**src/rtl/alu_slice_pkg.sv**
```systemverilog
package alu_slice_pkg;
  localparam int NUM_SCRATCH = 10;
  localparam int IDX_W = 4;
  localparam logic [IDX_W-1:0] IDX_T  = 4'd10;
  localparam logic [IDX_W-1:0] IDX_AC = 4'd11;

  localparam logic [2:0] OP_SUM_AC = 3'd0;
  localparam logic [2:0] OP_ADDR   = 3'd1;
  localparam logic [2:0] OP_DECR   = 3'd2;
  localparam logic [2:0] OP_ACCUM  = 3'd3;
  localparam logic [2:0] OP_AND    = 3'd4;
  localparam logic [2:0] OP_OR     = 3'd5;
  localparam logic [2:0] OP_XNOR   = 3'd6;
  localparam logic [2:0] OP_INV    = 3'd7;

  typedef enum logic [1:0] {
    RC_REG = 2'd0,
    RC_MEM = 2'd1,
    RC_BUS = 2'd2
  } rclass_e;

  typedef struct packed {
    logic [2:0]       op;
    rclass_e          rclass;
    logic [IDX_W-1:0] idx;
    logic             also_ac;
    logic             mar_we;
    logic             shift;
  } ctrl_t;
endpackage

```
**src/rtl/slice_decode.sv**
```systemverilog
module slice_decode
  import alu_slice_pkg::*;
(
  input  logic [6:0] fn,
  output ctrl_t      ctl
);
  // register field map
  always_comb begin
    ctl.op = fn[6:4];
    if (fn[3:0] < 4'd12) begin
      ctl.rclass = RC_REG;
      ctl.idx    = fn[3:0];
    end else begin
      ctl.rclass = fn[1] ? RC_BUS : RC_MEM;
      ctl.idx    = fn[0] ? IDX_T : IDX_AC;
    end
    ctl.also_ac = (ctl.op == OP_SUM_AC) && (ctl.rclass == RC_REG);
    ctl.mar_we  = (ctl.op == OP_ADDR);
    ctl.shift   = (ctl.op == OP_SUM_AC) && (ctl.rclass == RC_BUS);
  end
endmodule

```
**src/rtl/slice_regfile.sv**
```systemverilog
module slice_regfile
  import alu_slice_pkg::*;
#(
  parameter int W    = 2,
  parameter int NREG = NUM_SCRATCH + 2
) (
  input  logic             clk,
  input  logic             rst_n,
  input  logic [IDX_W-1:0] idx,
  input  logic [W-1:0]     wdata,
  input  logic             also_ac,
  input  logic             mar_we,
  input  logic [W-1:0]     mar_d,
  output logic [W-1:0]     rdata,
  output logic [W-1:0]     ac,
  output logic [W-1:0]     mar
);
  logic [W-1:0] regs [NREG];

  // every microfunction writes its selected register; group 0 class I also writes AC
  always_ff @(posedge clk or negedge rst_n) begin
    if (!rst_n) begin
      for (int r = 0; r < NREG; r++) regs[r] <= '0;
      mar <= '0;
    end else begin
      for (int r = 0; r < NREG; r++) begin
        if ((int'(idx) == r) || (also_ac && (r == int'(IDX_AC))))
          regs[r] <= wdata;
      end
      if (mar_we) mar <= mar_d;
    end
  end

  assign rdata = regs[idx];
  assign ac    = regs[IDX_AC];
endmodule

```
**src/rtl/slice_alu.sv**
```systemverilog
module slice_alu
  import alu_slice_pkg::*;
#(
  parameter int W = 2
) (
  input  logic [2:0]   op,
  input  rclass_e      rclass,
  input  logic [W-1:0] rn,
  input  logic [W-1:0] ac,
  input  logic [W-1:0] m,
  input  logic [W-1:0] ibus,
  input  logic [W-1:0] k,
  input  logic         ci,
  input  logic         li,
  output logic [W-1:0] res,
  output logic [W-1:0] mar_d,
  output logic         co,
  output logic         ro,
  output logic         la_g,
  output logic         la_p,
  output logic         is_arith,
  output logic         is_logic,
  output logic         is_shift
);
  function automatic logic [W:0] add_c(input logic [W-1:0] a, input logic [W-1:0] b,
                                       input logic c);
    return {1'b0, a} + {1'b0, b} + {{W{1'b0}}, c};
  endfunction

  logic [W-1:0] a_op, b_op, kac, kin, and_t;
  logic [W:0]   sum_ci, sum_nc;

  always_comb begin
    kac = ac & k;
    kin = ibus & k;
    unique case (rclass)
      RC_REG:  begin a_op = rn; b_op = kac; end
      RC_MEM:  begin a_op = m;  b_op = kac; end
      default: begin a_op = rn; b_op = kin; end
    endcase
    if (op == OP_ADDR) b_op = k;
    if (op == OP_DECR) begin
      a_op = (rclass == RC_REG) ? kac : ((rclass == RC_MEM) ? (m & k) : kin);
      b_op = '1;
    end
  end

  assign sum_ci   = add_c(a_op, b_op, ci);
  assign sum_nc   = add_c(a_op, b_op, 1'b0);
  assign and_t    = a_op & b_op;
  assign is_shift = (op == OP_SUM_AC) && (rclass == RC_BUS);
  assign is_logic = op[2];
  assign is_arith = !op[2] && !is_shift;
  assign mar_d    = a_op | k;

  always_comb begin
    res  = sum_ci[W-1:0];
    co   = sum_ci[W];
    la_g = sum_nc[W];
    la_p = &(a_op ^ b_op);
    ro   = 1'b0;
    if (is_shift) begin
      res  = {li, rn[W-1:1]};
      ro   = rn[0];
      co   = 1'b0;
      la_g = 1'b0;
      la_p = 1'b0;
    end else if (is_logic) begin
      unique case (op[1:0])
        2'd0: res = a_op & b_op;
        2'd1: res = a_op | b_op;
        2'd2: res = ~(a_op ^ b_op);
        default: res = ~a_op;
      endcase
      co   = ci | (|and_t);
      la_g = |and_t;
      la_p = 1'b1;
    end
  end
endmodule

```
**src/rtl/alu_slice.sv**
```systemverilog
module alu_slice
  import alu_slice_pkg::*;
#(
  parameter int W = 2
) (
  input  logic         clk,
  input  logic         rst_n,
  input  logic [6:0]   fn,
  input  logic [W-1:0] m_n,
  input  logic [W-1:0] i_n,
  input  logic [W-1:0] k_n,
  input  logic         ci_n,
  input  logic         li,
  input  logic         data_oe,
  input  logic         addr_oe,
  output logic [W-1:0] d_n,
  output logic [W-1:0] addr_n,
  output logic         co_n,
  output logic         ro,
  output logic         la_g,
  output logic         la_p
);
  localparam int NREG = NUM_SCRATCH + 2;

  ctrl_t        ctl;
  logic [W-1:0] m, ibus, k, rn, ac, mar, res, mar_d;
  logic         ci, co, alu_arith, alu_logic, alu_shift;

  // active-low boundary
  assign m    = ~m_n;
  assign ibus = ~i_n;
  assign k    = ~k_n;
  assign ci   = ~ci_n;

  slice_decode u_dec (.fn(fn), .ctl(ctl));

  slice_regfile #(.W(W), .NREG(NREG)) u_rf (
    .clk(clk), .rst_n(rst_n), .idx(ctl.idx), .wdata(res), .also_ac(ctl.also_ac),
    .mar_we(ctl.mar_we), .mar_d(mar_d), .rdata(rn), .ac(ac), .mar(mar)
  );

  slice_alu #(.W(W)) u_alu (
    .op(ctl.op), .rclass(ctl.rclass), .rn(rn), .ac(ac), .m(m), .ibus(ibus), .k(k),
    .ci(ci), .li(li), .res(res), .mar_d(mar_d), .co(co), .ro(ro), .la_g(la_g),
    .la_p(la_p), .is_arith(alu_arith), .is_logic(alu_logic), .is_shift(alu_shift)
  );

  assign co_n   = ~co;
  assign d_n    = data_oe ? ~ac  : '1;
  assign addr_n = addr_oe ? ~mar : '1;

  AST_SHIFT_CO_QUIET: assert property (@(posedge clk) disable iff (!rst_n)
    (ctl.shift && ci) |-> co_n);
  AST_LOGIC_CI_PASS: assert property (@(posedge clk) disable iff (!rst_n)
    (alu_logic && ci) |-> co);
  AST_LOOKAHEAD_MATCH: assert property (@(posedge clk) disable iff (!rst_n)
    alu_arith |-> (co == (la_g | (la_p & ci))));
  AST_MAR_HOLD: assert property (@(posedge clk) disable iff (!rst_n)
    (fn[6:4] != OP_ADDR) |=> $stable(mar));
  AST_AC_HOLD: assert property (@(posedge clk) disable iff (!rst_n)
    (!ctl.also_ac && (ctl.idx != IDX_AC)) |=> $stable(ac));
endmodule

```
**config.mk**
```make
export PLATFORM = sky130hd
export DESIGN_NAME = alu_slice
export DESIGN_NICKNAME = d
export VERILOG_FILES = /design/src/rtl/alu_slice_pkg.sv /design/src/rtl/slice_decode.sv /design/src/rtl/slice_regfile.sv /design/src/rtl/slice_alu.sv /design/src/rtl/alu_slice.sv
export SDC_FILE = /design/constraint.sdc
export NUM_CORES = 1
export LEC_CHECK = 0
export BUFFER_PORTS_ARGS = -buffer_cell sky130_fd_sc_hd__buf_2
export CAP_MARGIN = 10
export CORE_AREA = 5 5 69 71
export DETAILED_ROUTE_END_ITERATION = 6
export DIE_AREA = 0 0 74 76
export GPL_TIMING_DRIVEN = 0
export PLACE_DENSITY_LB_ADDON = 0.12
export SYNTH_ARGS = -nofsm -noshare
export SYNTH_HDL_FRONTEND = slang
export SYNTH_SLANG_ARGS = --single-unit
```
**constraint.sdc**
```tcl
create_clock -name clk -period 4.4 [get_ports clk]
set_input_delay 0.22 -clock clk [delete_from_list [all_inputs] [get_ports clk]]
set_output_delay 0.22 -clock clk [all_outputs]
set_load 0.02 [all_outputs]
```
==> metrics.csv, run 1 <==
metric,value,unit
outcome,finished clean,
flop and latch count out of synthesis,26,
leading area contributor after synthesis,dfrtp_1,
clk root buf,clkbuf_8,
layout cells sized above 1,20.6,%
crit path max fanout,10,
area delta synth->final,11.6,%
port bufs,22,
final layout net count,284,
Worst-path clk slew,0.09,ns
Worst Tran Pin Value,0.611,ns
Sink Count,26,
fin crit share,88.6,%
setup_tns,0,ns
FILL cells,441,
gr usage total,18.1,%
Reg2Reg Depth,15,
vias in the first global route,1687,
pin count of the biggest net entering global routing,27,
Ant. Diodes,0,
CTS tree,done,
Yosys top cell area share,33.5,%
Crit Path Category,input port to register,
die height,76,um
antenna violations before repair,0,
most frequent cell after synthesis,nand2_1,
Synth area leaders,"dfrtp_1, nand2_1, mux2i_1",
sequential cell area fraction in the yosys report,33.5,%
CP Launch Type,input port,
"Primary FF master, synth",dfrtp_1,
"Hold-fix buffers, CTS",1,
Slew Limit Headroom,58.9,%
Cells after Synth,231,
crit path time final,3.90,ns
Syn Area/Cell,8.42,um2
"FFs w/ async S/R, synth",100,%
flop-to-flop setup slack,0.52,ns
final worst setup slack,0.504,ns
I/O pins,27,
Setup-failing EPs final,0,
worst min-delay path category,input port to register,
Num CTS Buffers,3,
Fin. Hold Viols,0,
CP endpoint kind,register,
FMAX,257,MHz
Starting Density,46.6,%
Final ANT Viol Nets,0,
"worst slack, placed",0.237,ns
Max-Cap Viols,0,
wire per inst,15.8,um
Bufs on Longest Clock Path,2,
later-pin clock latency in the skew report,0.27,ns
global-route wire length before repair,8140,um
die area,5620,um2
Power Dens Cells,412,nW/um2
syn nets,256,
WHS Path Cells,2,
cell breakdown of the critical path,buf_2 -> clkbuf_1 -> nor3_1 -> a211oi_1 -> o21ai_0 -> ha_1 -> inv_1 -> fa_1 -> inv_1 -> ha_1 -> nor2b_1 -> o32a_1 -> or4_1 -> o32ai_2 -> buf_6 -> o22ai_2,
RSZ-0062 raised after global routing,false,
htree depth,1,
"Req. time, crit path",4.55,ns
Pre-Repair DR Iteration Count,4,
total global routing overflow,0,
row cnt,24,
core area,4170,um2
"Gates resized, CTS repair",0,
post-CTS setup buffers,0,
CP peak stage delay,0.58,ns
LEAKAGE,0.979,nW
Via density,5.59,
Vias,1728,
Clock Skews,0.00518,ns
Max VDD drop,0.237,mV
Netlist Area Pre-Place,1940,um2
YS warnings,0,
initial DRC count,91,
routed wire length,4870,um
Max Slew Vio Count,0,
Slowest cell on crit path,nor3_1,
RePlAce Congestion,0.875,
die width,74,um
Netlist cell types,47,
WP data arrival,4.04,ns
drt drc,0,
number of synthesized flops with an enable pin,0,
DP Wirelength,3780,um
Commonest cells post-synth,"nand2_1, dfrtp_1, nor2_1",
## path summary, 6_finish.rpt
path,from,to
setup / recovery,fn[5],u_rf.ac[1]
hold / removal,k_n[0],u_rf.mar[0]
setup reg to reg,u_rf.ac[1],u_rf.ac[1]
hold reg to reg,u_rf.regs[18],u_rf.regs[18]
max in group asynchronous,rst_n,u_rf.regs[21]
min in group asynchronous,rst_n,u_rf.ac[0]
## per-stage QoR
stage               cells  cell area, um2  util [%]  hold WS, ns  power, mW
floorplan             231            1940         -      -0.0756      0.656
global placement      305            2120      50.8        0.267      0.758
detailed placement    305            2120      50.8        0.274      0.765
CTS                   309            2170      52.0        0.154      0.905
global route          309            2170      52.0        0.156      0.965
finish                309            2170      52.0        0.166      0.894
## final cells by class
cell class	count	area, um2	share of cell area, %
well taps	52	65.1	3.00
repair buffers	23	120	5.53
multi-input cells	176	1140	52.4
plain buffers	13	96.3	4.44
flip-flops and latches	26	651	30.0
inverters	16	60.1	2.77
clock buffers	3	41.3	1.90
## sequential cells by signal (all words and copies together) (netlist names)
signal	cells
u_rf.mar	2
u_rf.ac	2
u_rf.regs	22
## worst max-delay path, delay by kind of cell
family	cells	cell delay, ns
AO/OA/AOI/OAI	5	0.91
adder cells (fa/ha/maj)	3	1.07
buffers and inverters	5	0.70
AND/OR/NAND/NOR	3	1.15
## report_power, final
part,internal [mW],total (mW),switching (mW),leakage [nW]
clock,0.0614,0.136,0.0749,0.0216
sequential,0.316,0.365,0.0498,0.318
combinational,0.164,0.392,0.228,0.640
## logic make-up (layout without fill, tap and decap cells)
kind of cell	Yosys count	count (layout)	share of synthesized area, %
adders and majority gates	6	6	4.25
xor gates and xnor gates	1	1	0.451
DFF	26	26	33.5
buffers and inverters	29	55	8.04
AOI/OAI and AO/OA	70	70	27.1
muxes	11	11	6.31
and+or+nand+nor	88	88	20.4
## placed cells by master, fill, tap and decap left out, drive strengths merged, types with 2 or more instances in the layout
| cell type | n |
|---|---|
| a31oi | 4 |
| nand3 | 10 |
| nor3 | 4 |
| a21boi | 2 |
| a221oi | 5 |
| o211ai | 2 |
| nor2b | 4 |
| o21ai | 26 |
| nor2 | 21 |
| a21oi | 11 |
| ha | 5 |
| a211oi | 7 |
| buf | 32 |
| nand2 | 38 |
| o31ai | 2 |
| inv | 16 |
| and3 | 3 |
| clkbuf | 6 |
| mux2i | 11 |
| dfrtp | 26 |
| a22oi | 2 |
## per-layer routing
layer	GRT usage (%)	share of wire, %
met5	0	0
met4	6.52	2.2
met3	2.51	5.3
met2	29.4	47
met1	24.1	46
No activity file was read; power rests on OpenSTA's default activity.
==> run 2: changes to the inputs <==
==> constraint.sdc (replaced) <==
create_clock -name clk -period 4.4 [get_ports clk]
set_input_delay 1.1 -clock clk [delete_from_list [all_inputs] [get_ports clk]]
set_output_delay 1.1 -clock clk [all_outputs]
set_load 0.02 [all_outputs]
==> run 2 against run 1 <==
Net effect:
- the flow now finishes with violations (negative setup slack)
- worst setup slack worse by 0.63 ns
- clock power is 49% higher
- wire length is 6.2% higher
- design area is 18% higher
- critical path type is now input port to output port
- largest cell class unchanged
- highest routed layer unchanged
==> metrics.csv, run 2 (synthesis gave the netlist of run 1 again) <==
metric,value,unit
outcome,"complete, but fails checks",
failing checks,negative setup slack,
non-filler instance count after layout,323,
die area,5620,um2
Final ANT Viol Nets,0,
Psw,387,uW
switching share of power,37.5,%
FMAX,221,MHz
Setup-failing EPs final,1,
Worst-path clk slew,0.09,ns
Util after Layout,61.5,%
Max VDD drop,0.213,mV
pin count of the biggest net entering global routing,27,
crit path time final,4.52,ns
CTS tree,done,
clk root buf,clkbuf_8,
crit path max fanout,10,
clock share of power,19.6,%
final layout net count,297,
wire per inst,16.0,um
initial DRC count,98,
LEAKAGE,1.14,nW
Num CTS Buffers,3,
worst r2r src,u_rf.ac[0],
port bufs,22,
die width,74,um
row cnt,24,
Hold Slack,0.477,ns
Crit Path Category,input port to output port,
RSZ-0062 raised after global routing,true,
worst min-delay path category,register to register,
Starting Density,46.6,%
I/O pins,27,
die height,76,um
Fin. Hold Viols,0,
later-pin clock latency in the skew report,0.28,ns
Ant. Diodes,0,
Worst Tran Pin Value,0.584,ns
Combinational Power Share,44.8,%
vias in the first global route,1681,
Max Slew Vio Count,0,
total global routing overflow,0,
core area,4170,um2
"Req. time, crit path",3.30,ns
Sink Count,26,
Bufs on Longest Clock Path,2,
"commonest non-fill, non-tap cells in the layout","nand2_1, dfrtp_1, buf_2",
gr usage total,18.2,%
WP data arrival,3.42,ns
routed wire length,5180,um
DP Wirelength,3790,um
RePlAce Congestion,0.850,
Power Dens Cells,402,nW/um2
number of flip-flops in the largest register,22,
fin crit share,103,%
CP Launch Type,input port,
antenna violations before repair,0,
final worst setup slack,-0.123,ns
drt drc,0,
part of the power in registers,35.6,%
Slew Limit Headroom,61.1,%
Via density,5.77,
global-route wire length before repair,8120,um
largest reg by FF count,u_rf.regs,
layout cells sized above 1,35.4,%
crit path launch,fn[6],
Max-Cap Viols,0,
P_int,644,uW
"commonest non-fill, non-tap cell in the layout",nand2_1,
Vias,1865,
"Hold-fix buffers, CTS",0,
CP endpoint kind,output port,
area delta synth->final,32.0,%
htree depth,1,
placed insts,305,
Clock Skews,0.00202,ns
Pre-Repair DR Iteration Count,4,
hold_sp,u_rf.regs[19],
==> run 2: worst paths after layout <==
| check | to | slack (ns) | cells past startpoint |
|---|---|---|---|
| max | co_n | -0.12 | 13 |
| min reg2reg | u_rf.regs[19] | 0.48 | 2 |
| min in group asynchronous | u_rf.regs[15] | 0.81 | 1 |
| max reg2reg | u_rf.ac[1] | 0.68 | 15 |
| min | u_rf.regs[19] | 0.48 | 2 |
| max in group asynchronous | u_rf.regs[3] | 3.21 | 1 |
==> run 2: power by group through the flow <==
stage               Clock [mW]  Sequential (mW)  Combinational, mW
floorplan                    0            0.353              0.320
global placement             0            0.368              0.409
detailed placement           0            0.369              0.413
CTS                      0.204            0.366              0.430
global route             0.215            0.376              0.509
finish                   0.202            0.366              0.462
==> run 2: timing repair <==
item,CTS,global route
buffers inserted,4,8
pin swaps,6,14
resized for setup,7,28
endpoints found under the setup margin,12,12
cloned,0,3
hold endpoints to repair,0,0
==> run 2: routing by layer <==
metal	share of wire, %	wire [um]	track usage (%)
met1	45	2350	26.0
met2	46	2400	27.3
met3	5.4	281	2.64
met4	2.8	145	7.07
met5	0	0	0
==> run 2: critical path, cell delays in order <==
cell and delay [ns]:
buf_2 0.13, clkbuf_2 0.21, nor3_4 0.25, a211oi_1 0.07, o21ai_1 0.23, ha_2 0.25, inv_2 0.04, fa_1 0.49
inv_1 0.05, ha_2 0.16, xnor2_1 0.11, o211ai_1 0.15, buf_4 0.17
==> run 2: per-stage QoR <==
| step | instance area, um2 | setup TNS, ns | power [mW] | setup WS (ns) |
|---|---|---|---|---|
| 2_1_floorplan | 2020 | -0.0733 | 0.673 | -0.0733 |
| 3_3_place_gp | 2200 | -4.59 | 0.777 | -0.393 |
| 3_5_place_dp | 2200 | -4.21 | 0.782 | -0.385 |
| 4_1_cts | 2320 | -0.213 | 0.999 | -0.203 |
| 5_1_grt | 2570 | -0.221 | 1.10 | -0.207 |
| 6_report | 2570 | -0.123 | 1.03 | -0.123 |
==> run 2: final cells by class <==
cell class,instances,area (um2)
buffer,12,156
clock buffer,3,41.3
fill,379,1610
tap,52,65.1
inverter,16,63.8
multi-input combinational,176,1280
clock inverter,1,30.0
timing repair buffer,37,278
sequential,26,651
==> run 3: changes to the inputs <==
BUFFER_PORTS_ARGS = not set   (was -buffer_cell sky130_fd_sc_hd__buf_2)
DONT_BUFFER_PORTS = 1   (was not set)
SETUP_SLACK_MARGIN = 0.5   (was not set)
==> run 3 against run 2 <==
Net effect:
- the flow still finishes with violations (negative setup slack)
- clock power down 22%
- global-route usage up 1.2 points
- count of clock-buffer cells in the layout up 1
- core utilization down 4.4 points
- combinational power up 3%
- sequential share of layout area up 2.0 points
- critical path type unchanged
- critical endpoint unchanged
- largest cell class unchanged
- largest power group unchanged
- highest routed layer unchanged
==> metrics.csv, run 3 (synthesis gave the netlist of run 1 again) <==
metric,value,unit
CP endpoint kind,output port,
wire per inst,17.1,um
largest reg by FF count,u_rf.regs,
Bufs on Longest Clock Path,2,
die area,5620,um2
Fin. Hold Viols,0,
I/O pins,27,
Sink Count,26,
Max VDD drop,0.183,mV
FILL cells,395,
hold-critical path endpoint,u_rf.regs[19],
Final ANT Viol Nets,0,
Worst Tran Pin Value,0.516,ns
drt drc,0,
final layout net count,275,
Reg2Reg Depth,16,
vias in the first global route,1777,
Starting Density,46.6,%
Power Dens Cells,422,nW/um2
final worst setup slack,-0.205,ns
htree depth,1,
gr usage total,19.4,%
failing checks,negative setup slack,
Slew Limit Headroom,65.4,%
row cnt,24,
area delta synth->final,22.5,%
CTS tree,done,
Max Slew Vio Count,0,
port bufs,0,
Num CTS Buffers,3,
global-route wire length before repair,8620,um
FMAX,217,MHz
total global routing overflow,0,
RR Endpoint,u_rf.regs[3],
DP Wirelength,3920,um
"commonest non-fill, non-tap cells in the layout","nand2_1, dfrtp_1, nor2_1",
routed wire length,5150,um
Worst-path clk slew,0.09,ns
RePlAce Congestion,0.877,
worst min-delay path category,register to register,
Max-Cap Viols,0,
crit path max fanout,10,
Pre-Repair DR Iteration Count,4,
hold_sp,u_rf.regs[19],
LEAKAGE,1.01,nW
die height,76,um
Vias,1737,
number of flip-flops in the largest register,22,
antenna violations before repair,0,
fin crit share,105,%
CP Launch Type,input port,
initial DRC count,131,
WP data arrival,3.50,ns
setup_tns,-0.205,ns
Via density,5.77,
crit path time final,4.60,ns
pin count of the biggest net entering global routing,27,
"Req. time, crit path",3.30,ns
Ant. Diodes,0,
Hold Slack,0.475,ns
later-pin clock latency in the skew report,0.27,ns
WHS Path Cells,2,
Crit Path Category,input port to output port,
clk root buf,clkbuf_8,
outcome,"complete, but fails checks",
RSZ-0062 raised after global routing,true,
flop-to-flop setup slack,0.67,ns
Clock Skews,0.00391,ns
"commonest non-fill, non-tap cell in the layout",nand2_1,
Setup-failing EPs final,1,
layout cells sized above 1,30.1,%
die width,74,um
core area,4170,um2
worst r2r src,u_rf.ac[0],
==> run 3: changes by cell type in the layout (fill, tap and decap cells not counted), moves of 3 or more <==
cell | previous run | this run
clkbuf_16 | 3 | 0
buf_2 | 21 | 0
buf_6 | 2 | 5
a211oi_2 | 1 | 4
==> run 3: where the power goes <==
group,switching (mW),internal [mW]
Combinational,0.257,0.220
Clock,0.0777,0.0801
Sequential,0.0556,0.316
Total,0.390,0.616
==> run 3: final cells by class <==
class | count | area, um2 | share of cell area [%]
inverter | 16 | 63.8 | 2.68
tap | 52 | 65.1 | 2.73
timing repair buffer | 14 | 113 | 4.73
sequential | 26 | 651 | 27.3
multi-input combinational | 176 | 1290 | 54.0
clock buffer | 4 | 55.1 | 2.31
buffer | 13 | 149 | 6.25
==> run 3: worst max path at each step <==
stage          start   end  slack (ns)  cells after the start
3_3_place_gp   fn[5]  co_n       -0.36                     11
6_report       fn[2]  co_n       -0.20                     12
3_5_place_dp   fn[5]  co_n       -0.40                     11
5_1_grt        fn[3]  co_n       -0.37                     12
2_1_floorplan  fn[2]  co_n       -0.07                     12
4_1_cts        fn[2]  co_n       -0.21                     13
==> run 3: critical path, cell delays in order <==
cell and delay [ns]:
buf_12 0.12, or3b_1 0.38, a211oi_2 0.22, a211oi_2 0.09, nand3_1 0.10, nand3_2 0.10, o31a_1 0.16, fa_1 0.49
inv_1 0.05, ha_2 0.16, xnor2_1 0.11, o211ai_1 0.41
==> run 3: routing by layer <==
metal / GRT usage (%) / up-vias / routed length (um)
met2: 33.2 / 41 / 2610
met4: 5.80 / 0 / 107
met5: 0 / - / 0
met1: 24.7 / 824 / 2190
met3: 2.77 / 11 / 244
li1: - / 861 / -
==> run 3: timing repair <==
item,in CTS,in global routing
endpoints found under the setup margin,15,15
pin swaps,8,6
endpoints found under the hold margin,0,0
hold buffers,0,0
setup buffers,9,4
resized for setup,15,9
cloned,1,0
==> run 3: stage by stage <==
step	utilization, %	power [mW]	instance area, um2	worst slack (ns)	cells
after floorplan	-	0.676	2050	-0.0733	231
after global placement	50.7	0.759	2110	-0.365	283
after detailed placement	50.7	0.767	2110	-0.403	283
after CTS	55.3	0.993	2310	-0.205	297
after global routing	57.1	1.08	2380	-0.370	301
final	57.1	1.01	2380	-0.205	301
